===== config.mk =====
export PLATFORM = sky130hd
export DESIGN_NAME = dec_prefix_adder
export DESIGN_NICKNAME = d
export VERILOG_FILES = /design/src/rtl/dec_prefix_pkg.sv /design/src/rtl/dec_digit_pair.sv /design/src/rtl/dec_prefix_tree.sv /design/src/rtl/dec_carry_select.sv /design/src/rtl/dec_prefix_adder.sv
export SDC_FILE = /design/constraint.sdc
export NUM_CORES = 1
export LEC_CHECK = 0
export BUFFER_PORTS_ARGS = -buffer_cell sky130_fd_sc_hd__buf_2
export CORE_ASPECT_RATIO = 0.75
export CORE_UTILIZATION = 59
export DETAILED_ROUTE_END_ITERATION = 6
export GPL_TIMING_DRIVEN = 0
export PLACE_DENSITY_LB_ADDON = 0.1
export SKIP_LAST_GASP = 1
export SYNTH_ARGS = -nofsm -noshare
export SYNTH_HDL_FRONTEND = slang
export SYNTH_SLANG_ARGS = --single-unit

===== constraint.sdc =====
create_clock -name clk -period 5.55 [get_ports clk]
set_clock_uncertainty 0.2 [all_clocks]
set_input_delay 0.555 -clock clk [delete_from_list [all_inputs] [get_ports clk]]
set_output_delay 0.555 -clock clk [all_outputs]
set_load 0.01 [all_outputs]

===== src/rtl/dec_prefix_pkg.sv =====
package dec_prefix_pkg;
  localparam int DIGIT_W = 4;
  localparam int X3_W    = 5;

  typedef logic [DIGIT_W-1:0] bcd_digit_t;

  typedef struct packed {
    logic gen;
    logic prop;
  } gp_t;

  function automatic int tree_levels(input int n);
    int l;
    l = 0;
    while ((1 << l) < n) l++;
    return (l < 1) ? 1 : l;
  endfunction
endpackage


===== src/rtl/dec_digit_pair.sv =====
module dec_digit_pair
  import dec_prefix_pkg::*;
(
  input  bcd_digit_t a_dig,
  input  bcd_digit_t b_dig,
  output bcd_digit_t sum_plain,
  output bcd_digit_t sum_inc,
  output gp_t        gp
);
  // excess-3 path: flags come straight from the operands
  logic [X3_W-1:0] a_x3, b_x3, x3_total;
  // binary path: candidate sum digits
  logic [X3_W-1:0] raw, raw_inc;

  always_comb begin
    a_x3     = {1'b0, a_dig} + 5'd3;
    b_x3     = {1'b0, b_dig} + 5'd3;
    x3_total = a_x3 + b_x3;
    gp.gen   = x3_total[X3_W-1];
    gp.prop  = (x3_total == 5'd15);
  end

  always_comb begin
    raw     = {1'b0, a_dig} + {1'b0, b_dig};
    raw_inc = raw + 5'd1;
    if (raw >= 5'd10) sum_plain = bcd_digit_t'(raw - 5'd10);
    else              sum_plain = raw[DIGIT_W-1:0];
    if (raw_inc >= 5'd10) sum_inc = bcd_digit_t'(raw_inc - 5'd10);
    else                  sum_inc = raw_inc[DIGIT_W-1:0];
  end

  always_comb begin
    if (a_dig <= 4'd9 && b_dig <= 4'd9) begin
      AST_GP_EXCLUSIVE: assert (!(gp.gen && gp.prop));
      AST_GEN_AGREES: assert (gp.gen == (raw >= 5'd10));
      AST_PROP_AGREES: assert (gp.prop == (raw == 5'd9));
      AST_DIGIT_RANGE: assert (sum_plain <= 4'd9 && sum_inc <= 4'd9);
    end
  end
endmodule


===== src/rtl/dec_prefix_tree.sv =====
module dec_prefix_tree
  import dec_prefix_pkg::*;
#(
  parameter int DIGITS = 32
) (
  input  gp_t [DIGITS-1:0] gp_in,
  output logic [DIGITS-1:0] carry_in_dig,
  output logic              carry_top
);
  localparam int LEVELS = tree_levels(DIGITS);

  logic [DIGITS-1:0] g_lv [0:LEVELS];
  logic [DIGITS-1:0] p_lv [0:LEVELS];

  for (genvar i = 0; i < DIGITS; i++) begin : g_seed
    assign g_lv[0][i] = gp_in[i].gen;
    assign p_lv[0][i] = gp_in[i].prop;
  end

  for (genvar lv = 0; lv < LEVELS; lv++) begin : g_level
    localparam int DIST = 1 << lv;
    for (genvar i = 0; i < DIGITS; i++) begin : g_node
      if (i >= DIST) begin : g_merge
        assign g_lv[lv+1][i] = g_lv[lv][i] | (p_lv[lv][i] & g_lv[lv][i-DIST]);
        assign p_lv[lv+1][i] = p_lv[lv][i] & p_lv[lv][i-DIST];
      end else begin : g_pass
        assign g_lv[lv+1][i] = g_lv[lv][i];
        assign p_lv[lv+1][i] = p_lv[lv][i];
      end
    end
  end

  // no carry enters digit 0
  assign carry_in_dig = {g_lv[LEVELS][DIGITS-2:0], 1'b0};
  assign carry_top    = g_lv[LEVELS][DIGITS-1];

  logic unused_p;
  assign unused_p = ^p_lv[LEVELS];
endmodule


===== src/rtl/dec_carry_select.sv =====
module dec_carry_select
  import dec_prefix_pkg::*;
#(
  parameter int DIGITS = 32
) (
  input  bcd_digit_t [DIGITS-1:0] plain_dig,
  input  bcd_digit_t [DIGITS-1:0] inc_dig,
  input  logic [DIGITS-1:0]       carry_in_dig,
  output bcd_digit_t [DIGITS-1:0] sum_dig
);
  for (genvar i = 0; i < DIGITS; i++) begin : g_sel
    assign sum_dig[i] = carry_in_dig[i] ? inc_dig[i] : plain_dig[i];
  end
endmodule


===== src/rtl/dec_prefix_adder.sv =====
module dec_prefix_adder
  import dec_prefix_pkg::*;
#(
  parameter int DIGITS  = 32,
  parameter bit REG_OUT = 1'b1
) (
  input  logic                  clk,
  input  logic                  rst,
  input  logic [4*DIGITS-1:0]   a_in,
  input  logic [4*DIGITS-1:0]   b_in,
  output logic [4*DIGITS-1:0]   sum_out,
  output logic                  carry_out
);
  localparam int W = DIGIT_W * DIGITS;

  bcd_digit_t [DIGITS-1:0] a_dig, b_dig, plain_dig, inc_dig, sel_dig;
  gp_t        [DIGITS-1:0] gp;
  logic       [DIGITS-1:0] cin_dig;
  logic                    cout_comb;
  logic       [W-1:0]      sum_comb;

  assign a_dig = a_in;
  assign b_dig = b_in;

  for (genvar i = 0; i < DIGITS; i++) begin : g_digit
    dec_digit_pair u_pair (
      .a_dig    (a_dig[i]),
      .b_dig    (b_dig[i]),
      .sum_plain(plain_dig[i]),
      .sum_inc  (inc_dig[i]),
      .gp       (gp[i])
    );
  end

  dec_prefix_tree #(.DIGITS(DIGITS)) u_tree (
    .gp_in       (gp),
    .carry_in_dig(cin_dig),
    .carry_top   (cout_comb)
  );

  dec_carry_select #(.DIGITS(DIGITS)) u_sel (
    .plain_dig   (plain_dig),
    .inc_dig     (inc_dig),
    .carry_in_dig(cin_dig),
    .sum_dig     (sel_dig)
  );

  assign sum_comb = sel_dig;

  if (REG_OUT) begin : g_reg
    always_ff @(posedge clk) begin
      if (rst) begin
        sum_out   <= '0;
        carry_out <= 1'b0;
      end else begin
        sum_out   <= sum_comb;
        carry_out <= cout_comb;
      end
    end

    AST_RESET_CLEARS: assert property (@(posedge clk)
      rst |=> (sum_out == '0 && !carry_out));
    AST_ZERO_IDENTITY: assert property (@(posedge clk) disable iff (rst)
      ($past(b_in) == '0 && !$past(rst)) |-> (sum_out == $past(a_in) && !carry_out));
    AST_HOLD_ON_STABLE: assert property (@(posedge clk) disable iff (rst)
      ($stable(a_in) && $stable(b_in) && !$past(rst)) |=> ($stable(sum_out) && $stable(carry_out)));
    for (genvar i = 0; i < DIGITS; i++) begin : g_chk
      AST_OUT_DIGIT_LEGAL: assert property (@(posedge clk) disable iff (rst)
        sum_out[4*i +: 4] <= 4'd9);
    end
  end else begin : g_comb
    assign sum_out   = sum_comb;
    assign carry_out = cout_comb;
    logic unused_clk;
    assign unused_clk = clk ^ rst;
  end
endmodule


==> summary.txt, run 1 <==
Power
  • Max IR drop VDD: 0.188 mV
  • Clock power frac: 17.6%
  • Cell Pwr Density: 263 nW/µm²
  • Share of power burned in registers: 19.4%
  • P_sw: 2.97 mW
  • P_int: 3.57 mW
  • Leak: 12.6 nW
  • Logic gate share of total power: 63.0%
  • Switch share: 45.4%

Critical path
  • CP max stage delay: 0.51 ns
  • Crit path max-delay family: compound AO/OA/AOI/OAI gates
  • Setup crit start kind: primary input
  • CP dominant cell by count: inv_1
  • WP data arrival: 4.92 ns
  • Kind of critical path: in -> reg
  • CP Max Fanout: 7
  • Buf/Inv on CP: 4
  • CP required: 5.67 ns
  • Worst-path cell chain: buf_2 > inv_1 > ha_1 > inv_1 > ha_1 > inv_1 > fa_1 > xnor2_1 > nor4b_1 > o2111ai_1 > nor4_1 > o21ai_1 > o2111ai_1 > nand2_1 > o21ai_4 > a21oi_2 > mux2_2
  • Slowest stage cell on the critical path: o2111ai_1
  • Setup crit end kind: flop

Clock network
  • Clk slew on worst S/H paths: 0.06 ns
  • Postcts setup bufs: 0
  • CTS tree: yes
  • Root Buffer: clkbuf_16
  • Htree depth: 4
  • CTS max path bufs: 2
  • CTS sink cnt: 129
  • Total CTS buffers: 17
  • Number of hold buffers added after CTS: 0
  • Post-CTS resize count: 0

Synth
  • Area fraction in compound gates after synthesis: 18.5%
  • Synthesized flop and latch total: 129
  • Post-synthesis mux area share: 1.56%
  • Most common cell in the netlist: inv_1
  • Synth Warn #: 0
  • Simple-gate portion of the synthesized area: 14.1%
  • Syn_nets: 3570
  • Register area share after synthesis: 11.9%
  • Synth unique cells: 90
  • Commonest cells post-synth: inv_1 (509), ha_1 (474), xnor2_1 (246), a21oi_1 (244), nor2_1 (193)
  • Cells after Synth: 2775
  • Share of the synthesized area in the top cell type: 27.3%
  • Largest cells by area after synthesis: ha_1 (27%), dfxtp_1 (12%), xnor2_1 (9.9%), inv_1 (8.8%), fa_1 (5.8%)
  • Synth Area per Inst: 7.81 µm²
  • XOR/XNOR share of the synthesized area: 11.6%
  • EDFF count, synth: 0
  • Cell taking the most area after synthesis: ha_1
  • Largest family of logic cells by synthesized area: adder cells
  • Cell area after synthesis: 21700 µm²
  • Synth Area in Adders: 33.2%
  • Post-synth ARST share: 0%
  • Synth Flop Type: dfxtp_1

Global route
  • Number of global-route vias before repair: 19800
  • Met3 GRT Util: 4.21%
  • Routing usage on met2: 52.0%
  • Tot GR Track Use: 30.5%
  • First-pass GRT wire length: 93700 µm
  • Initial antenna violation count: 14
  • Grt peak-use layer: met2
  • GR Util met1: 39.3%
  • Largest net degree at the start of global routing: 17
  • Total gr overflow: 0

Die
  • Core Footprint: 36000 µm²
  • Cell row count: 60
  • Die Area: 37500 µm²
  • Die span in x: 223 µm
  • Initial core utilization: 60.2%
  • Die Span Y: 168 µm
  • I/O pin total: 387

Place
  • Place WS: 0.378 ns
  • Buffers on Ports: 385
  • Placed cells: 3625
  • Dpl hpwl: 48700 µm
  • GPL Wtd Cong: 0.934
  • DP Area: 24200 µm²

Drt
  • Via count: 20400
  • Drc violations: 0
  • Wire length per cell: 15.8 µm
  • Antenna-violating nets left: 0
  • TritonRoute pass-1 iters: 5
  • DRT Wirelength: 58000 µm
  • DR iter-0 viols: 1295
  • Routed vias/inst: 5.56

STA
  • RSZ-0062 raised after global routing: false
  • Setup tns final: 0 ns
  • Max-Slew Margin vs Limit: 21.3%
  • Fmax: 0.208 GHz
  • Final slew viol count: 0
  • Post-route clock period utilization: 86.4%
  • Fin crit period: 4.80 ns
  • Worst Setup Slack, final: 0.752 ns
  • # setup viols final: 0
  • Final Hold Vio Count: 0
  • Worst-Margin Slew: 1.18 ns

Cells and area
  • NumNets Final: 3974
  • Proportion of layout cells with a drive suffix above 1: 14.9%
  • Fillers: 2968
  • Area growth from synthesis to layout: 14.4%
  • Fin cells: 3668
  • Final instance area: 24800 µm²
  • Final Util: 68.8%

Flow run
  • Max-cap violations: 0

Status
  • Outcome: complete, no violations

Min path
  • Hold Crit Class: in -> reg
[worst min-delay path: stages]
cell,delay [ns]
buf_2,0.08
ha_1,0.16
nor2b_1,0.13
[placed cells by master (no fill, tap or decap), drive strengths merged, types with 14 or more instances in the layout]
cell type    n
nor4        16
clkbuf      38
dfxtp      129
a21oi      249
buf        390
and3        21
xnor2      246
ha         474
nand2      184
nand3       50
mux2i       21
fa          63
a21o        42
nor2       195
a211o       14
nor3        46
inv        511
o21ai       93
nand2b      22
xor2        40
nor3b       15
a211oi     116
[cell type report]
cell class                 count  area (µm²)  area share, %
buffer                        21        88.8          0.358
timing repair buffer         385        1930           7.77
antenna                       12        30.0          0.121
multi-input combinational   2114       17100           68.9
inverter                     511        1920           7.73
clock buffer                  22         494           1.99
clock inverter                 9        81.3          0.328
tap                          465         582           2.35
sequential                   129        2580           10.4
[power groups by stage]
stage / Clock, mW / Combinational, mW / Sequential (mW)
after floorplan: 0 / 2.86 / 1.39
after global placement: 0 / 3.87 / 1.29
after CTS: 1.17 / 4.08 / 1.27
final: 1.15 / 4.12 / 1.27
after global routing: 1.20 / 4.57 / 1.28
after detailed placement: 0 / 4.04 / 1.28
[routing by layer]
metal	routed length [µm]	vias up
li1	-	10100
met1	26100	9568
met4	1760	4
met2	26800	585
met5	28	-
met3	3300	97
[registers in the layout (all words and copies together) (netlist names)]
signal and count:
carry_out 1, sum_out 128
[path summary, 6_finish.rpt]
check,to,start,slack (ns),depth (start not counted)
worst max-delay path,sum_out[105],a_in[29],0.75,17
worst min-delay path,sum_out[0],b_in[0],0.31,3
[through the flow]
stage	power, mW	hold slack (ns)
3_3_place_gp	5.16	0.748
5_1_grt	7.05	0.339
2_1_floorplan	4.25	0.604
4_1_cts	6.51	0.283
3_5_place_dp	5.32	0.746
6_report	6.53	0.308
[cells by family after synthesis]
| kind of cell | after synthesis |
|---|---|
| AOI/OAI and AO/OA | 622 |
| xor gates and xnor gates | 286 |
| adders and majority gates | 537 |
| buffers and inverters | 532 |
| DFF | 129 |
| muxes | 32 |
| and+or+nand+nor | 637 |
Power figures use the tool's default switching activity.
==> run 2, diff against run 1 <==
--- a/config.mk
+++ b/config.mk
@@ -10,6 +10,7 @@
 export CORE_UTILIZATION = 59
 export DETAILED_ROUTE_END_ITERATION = 6
 export GPL_TIMING_DRIVEN = 0
+export MAX_ROUTING_LAYER = met4
 export PLACE_DENSITY_LB_ADDON = 0.1
 export SKIP_LAST_GASP = 1
 export SYNTH_ARGS = -nofsm -noshare
==> run 2 against run 1 <==
Critical path depth unchanged. Largest power group unchanged. Routed wire length rose by 0.34%. Highest routed layer is now met4. Worst hold slack worse by 0.0048 ns. Power up 0.77%. Sequential power hardly changed. Critical path type unchanged. Global-route usage is 0.88 points higher. Combinational power about the same. Via count is 0.47% lower.
==> summary.txt, run 2 (synthesized netlist as in run 1, its figures left out) <==
Power
  • Leak: 12.6 nW
  • Cell Pwr Density: 265 nW/µm²
  • Max IR drop VDD: 0.209 mV

STA
  • Max-Slew Margin vs Limit: 19.5%
  • Worst-Margin Slew: 1.21 ns
  • Setup tns final: 0 ns
  • Final slew viol count: 0
  • Fmax: 0.206 GHz
  • Worst Setup Slack, final: 0.695 ns
  • Fin crit period: 4.86 ns
  • RSZ-0062 raised after global routing: false
  • Final Hold Vio Count: 0
  • Post-route clock period utilization: 87.5%
  • # setup viols final: 0

Critical path
  • CP max stage delay: 0.51 ns
  • Slowest stage cell on the critical path: o2111ai_1
  • Worst-path cell chain: buf_2 > inv_1 > ha_1 > inv_1 > ha_1 > inv_1 > fa_1 > xnor2_1 > nor4b_1 > o21ai_0 > nor4_1 > o21ai_1 > o2111ai_1 > nand2_1 > o21ai_4 > a21oi_2 > mux2_2
  • WP data arrival: 4.99 ns
  • CP dominant cell by count: inv_1
  • Kind of critical path: in -> reg
  • CP Max Fanout: 7
  • CP required: 5.69 ns
  • Buf/Inv on CP: 4
  • Setup crit start kind: primary input
  • Setup crit end kind: flop
  • Crit path max-delay family: compound AO/OA/AOI/OAI gates

Die
  • Cell row count: 60
  • Initial core utilization: 60.2%
  • Die span in x: 223 µm
  • Die Area: 37500 µm²
  • I/O pin total: 387
  • Die Span Y: 168 µm
  • Core Footprint: 36000 µm²

Cells and area
  • Area growth from synthesis to layout: 14.5%
  • NumNets Final: 3974
  • Fillers: 3069
  • Commonest non-fill, non-tap cells in the layout: inv_1 (509), ha_1 (474), buf_2 (387), xnor2_1 (246), a21oi_1 (244)
  • Multi-input gate area: 17100 µm²
  • Register bank with the most flops: sum_out
  • Commonest non-fill, non-tap cell in the layout: inv_1
  • Sequential Area: 2580 µm²
  • Max reg flops: 128
  • Largest registers: sum_out: 128 flops, carry_out: 1 flops
  • Proportion of layout cells with a drive suffix above 1: 14.9%

Clock network
  • Postcts setup bufs: 0
  • Clk slew on worst S/H paths: 0.06 ns
  • Htree depth: 4
  • CTS max path bufs: 2
  • Root Buffer: clkbuf_16
  • Total CTS buffers: 17
  • Number of hold buffers added after CTS: 0
  • Post-CTS resize count: 0
  • CTS sink cnt: 129
  • CTS tree: yes

Drt
  • DR iter-0 viols: 1222
  • Routed vias/inst: 5.53
  • TritonRoute pass-1 iters: 6
  • Wire length per cell: 15.9 µm
  • Drc violations: 0
  • DRT Wirelength: 58200 µm
  • Via count: 20300
  • Antenna-violating nets left: 0

Flow run
  • Max-cap violations: 0

Status
  • Outcome: complete, no violations

Place
  • Buffers on Ports: 385
  • Place WS: 0.427 ns
  • Dpl hpwl: 48900 µm
  • GPL Wtd Cong: 0.958

Global route
  • Number of global-route vias before repair: 19600
  • Initial antenna violation count: 15
  • First-pass GRT wire length: 93200 µm
  • Tot GR Track Use: 31.4%
  • Total gr overflow: 0
  • Largest net degree at the start of global routing: 17

Min path
  • Hold Crit Class: in -> reg
## run 2: changes by cell type in the layout (fill, tap and decap cells not counted), sizes merged
cell	before	now
bufinv	1	2
clkinv	5	3
clkinvlp	3	4
diode	12	15
## run 2: tightest hold or removal path, delay by kind of cell
kind                     cells  cell delay (ns)
adder cells (fa/ha/maj)      1             0.16
buffers and inverters        1             0.08
AND/OR/NAND/NOR              1             0.13
## run 2: area by class of cell
type / count / share of cell area [%]
clock inverters: 9 / 0.423
flip-flops and latches: 129 / 10.4
diodes: 15 / 0.151
well taps: 465 / 2.34
inverters: 511 / 7.72
plain buffers: 21 / 0.358
multi-input cells: 2114 / 68.9
repair buffers: 385 / 7.76
clock buffers: 22 / 1.99
## run 2: final timing paths
kind	from	to	slack, ns	cells after the start
worst max-delay path	a_in[41]	sum_out[105]	0.69	17
worst min-delay path	b_in[0]	sum_out[0]	0.30	3
## run 2: power by group
| part | total [mW] | switching, mW | internal [mW] |
|---|---|---|---|
| sequential | 1.27 | 0.0917 | 1.18 |
| clock | 1.20 | 0.480 | 0.715 |
| combinational | 4.12 | 2.40 | 1.72 |
| total | 6.58 | 2.97 | 3.61 |
## run 2: routing by layer
metal	track usage [%]	vias to the layer above	routed length [µm]
li1	-	10200	-
met1	40.0	9447	26800
met2	50.8	565	26700
met3	4.75	111	3260
met4	10.5	0	1510
met5	-	-	0
## run 2: metrics by stage
step | hold WS [ns] | cell area, µm² | std cells | util, % | total power [mW]
after floorplan | 0.604 | 21700 | 2775 | - | 4.25
after global placement | 0.748 | 24200 | 3625 | 67.1 | 5.17
after detailed placement | 0.748 | 24200 | 3625 | 67.1 | 5.32
after CTS | 0.287 | 24800 | 3656 | 68.8 | 6.55
after global routing | 0.341 | 24800 | 3671 | 68.9 | 7.09
final | 0.304 | 24800 | 3671 | 68.9 | 6.58
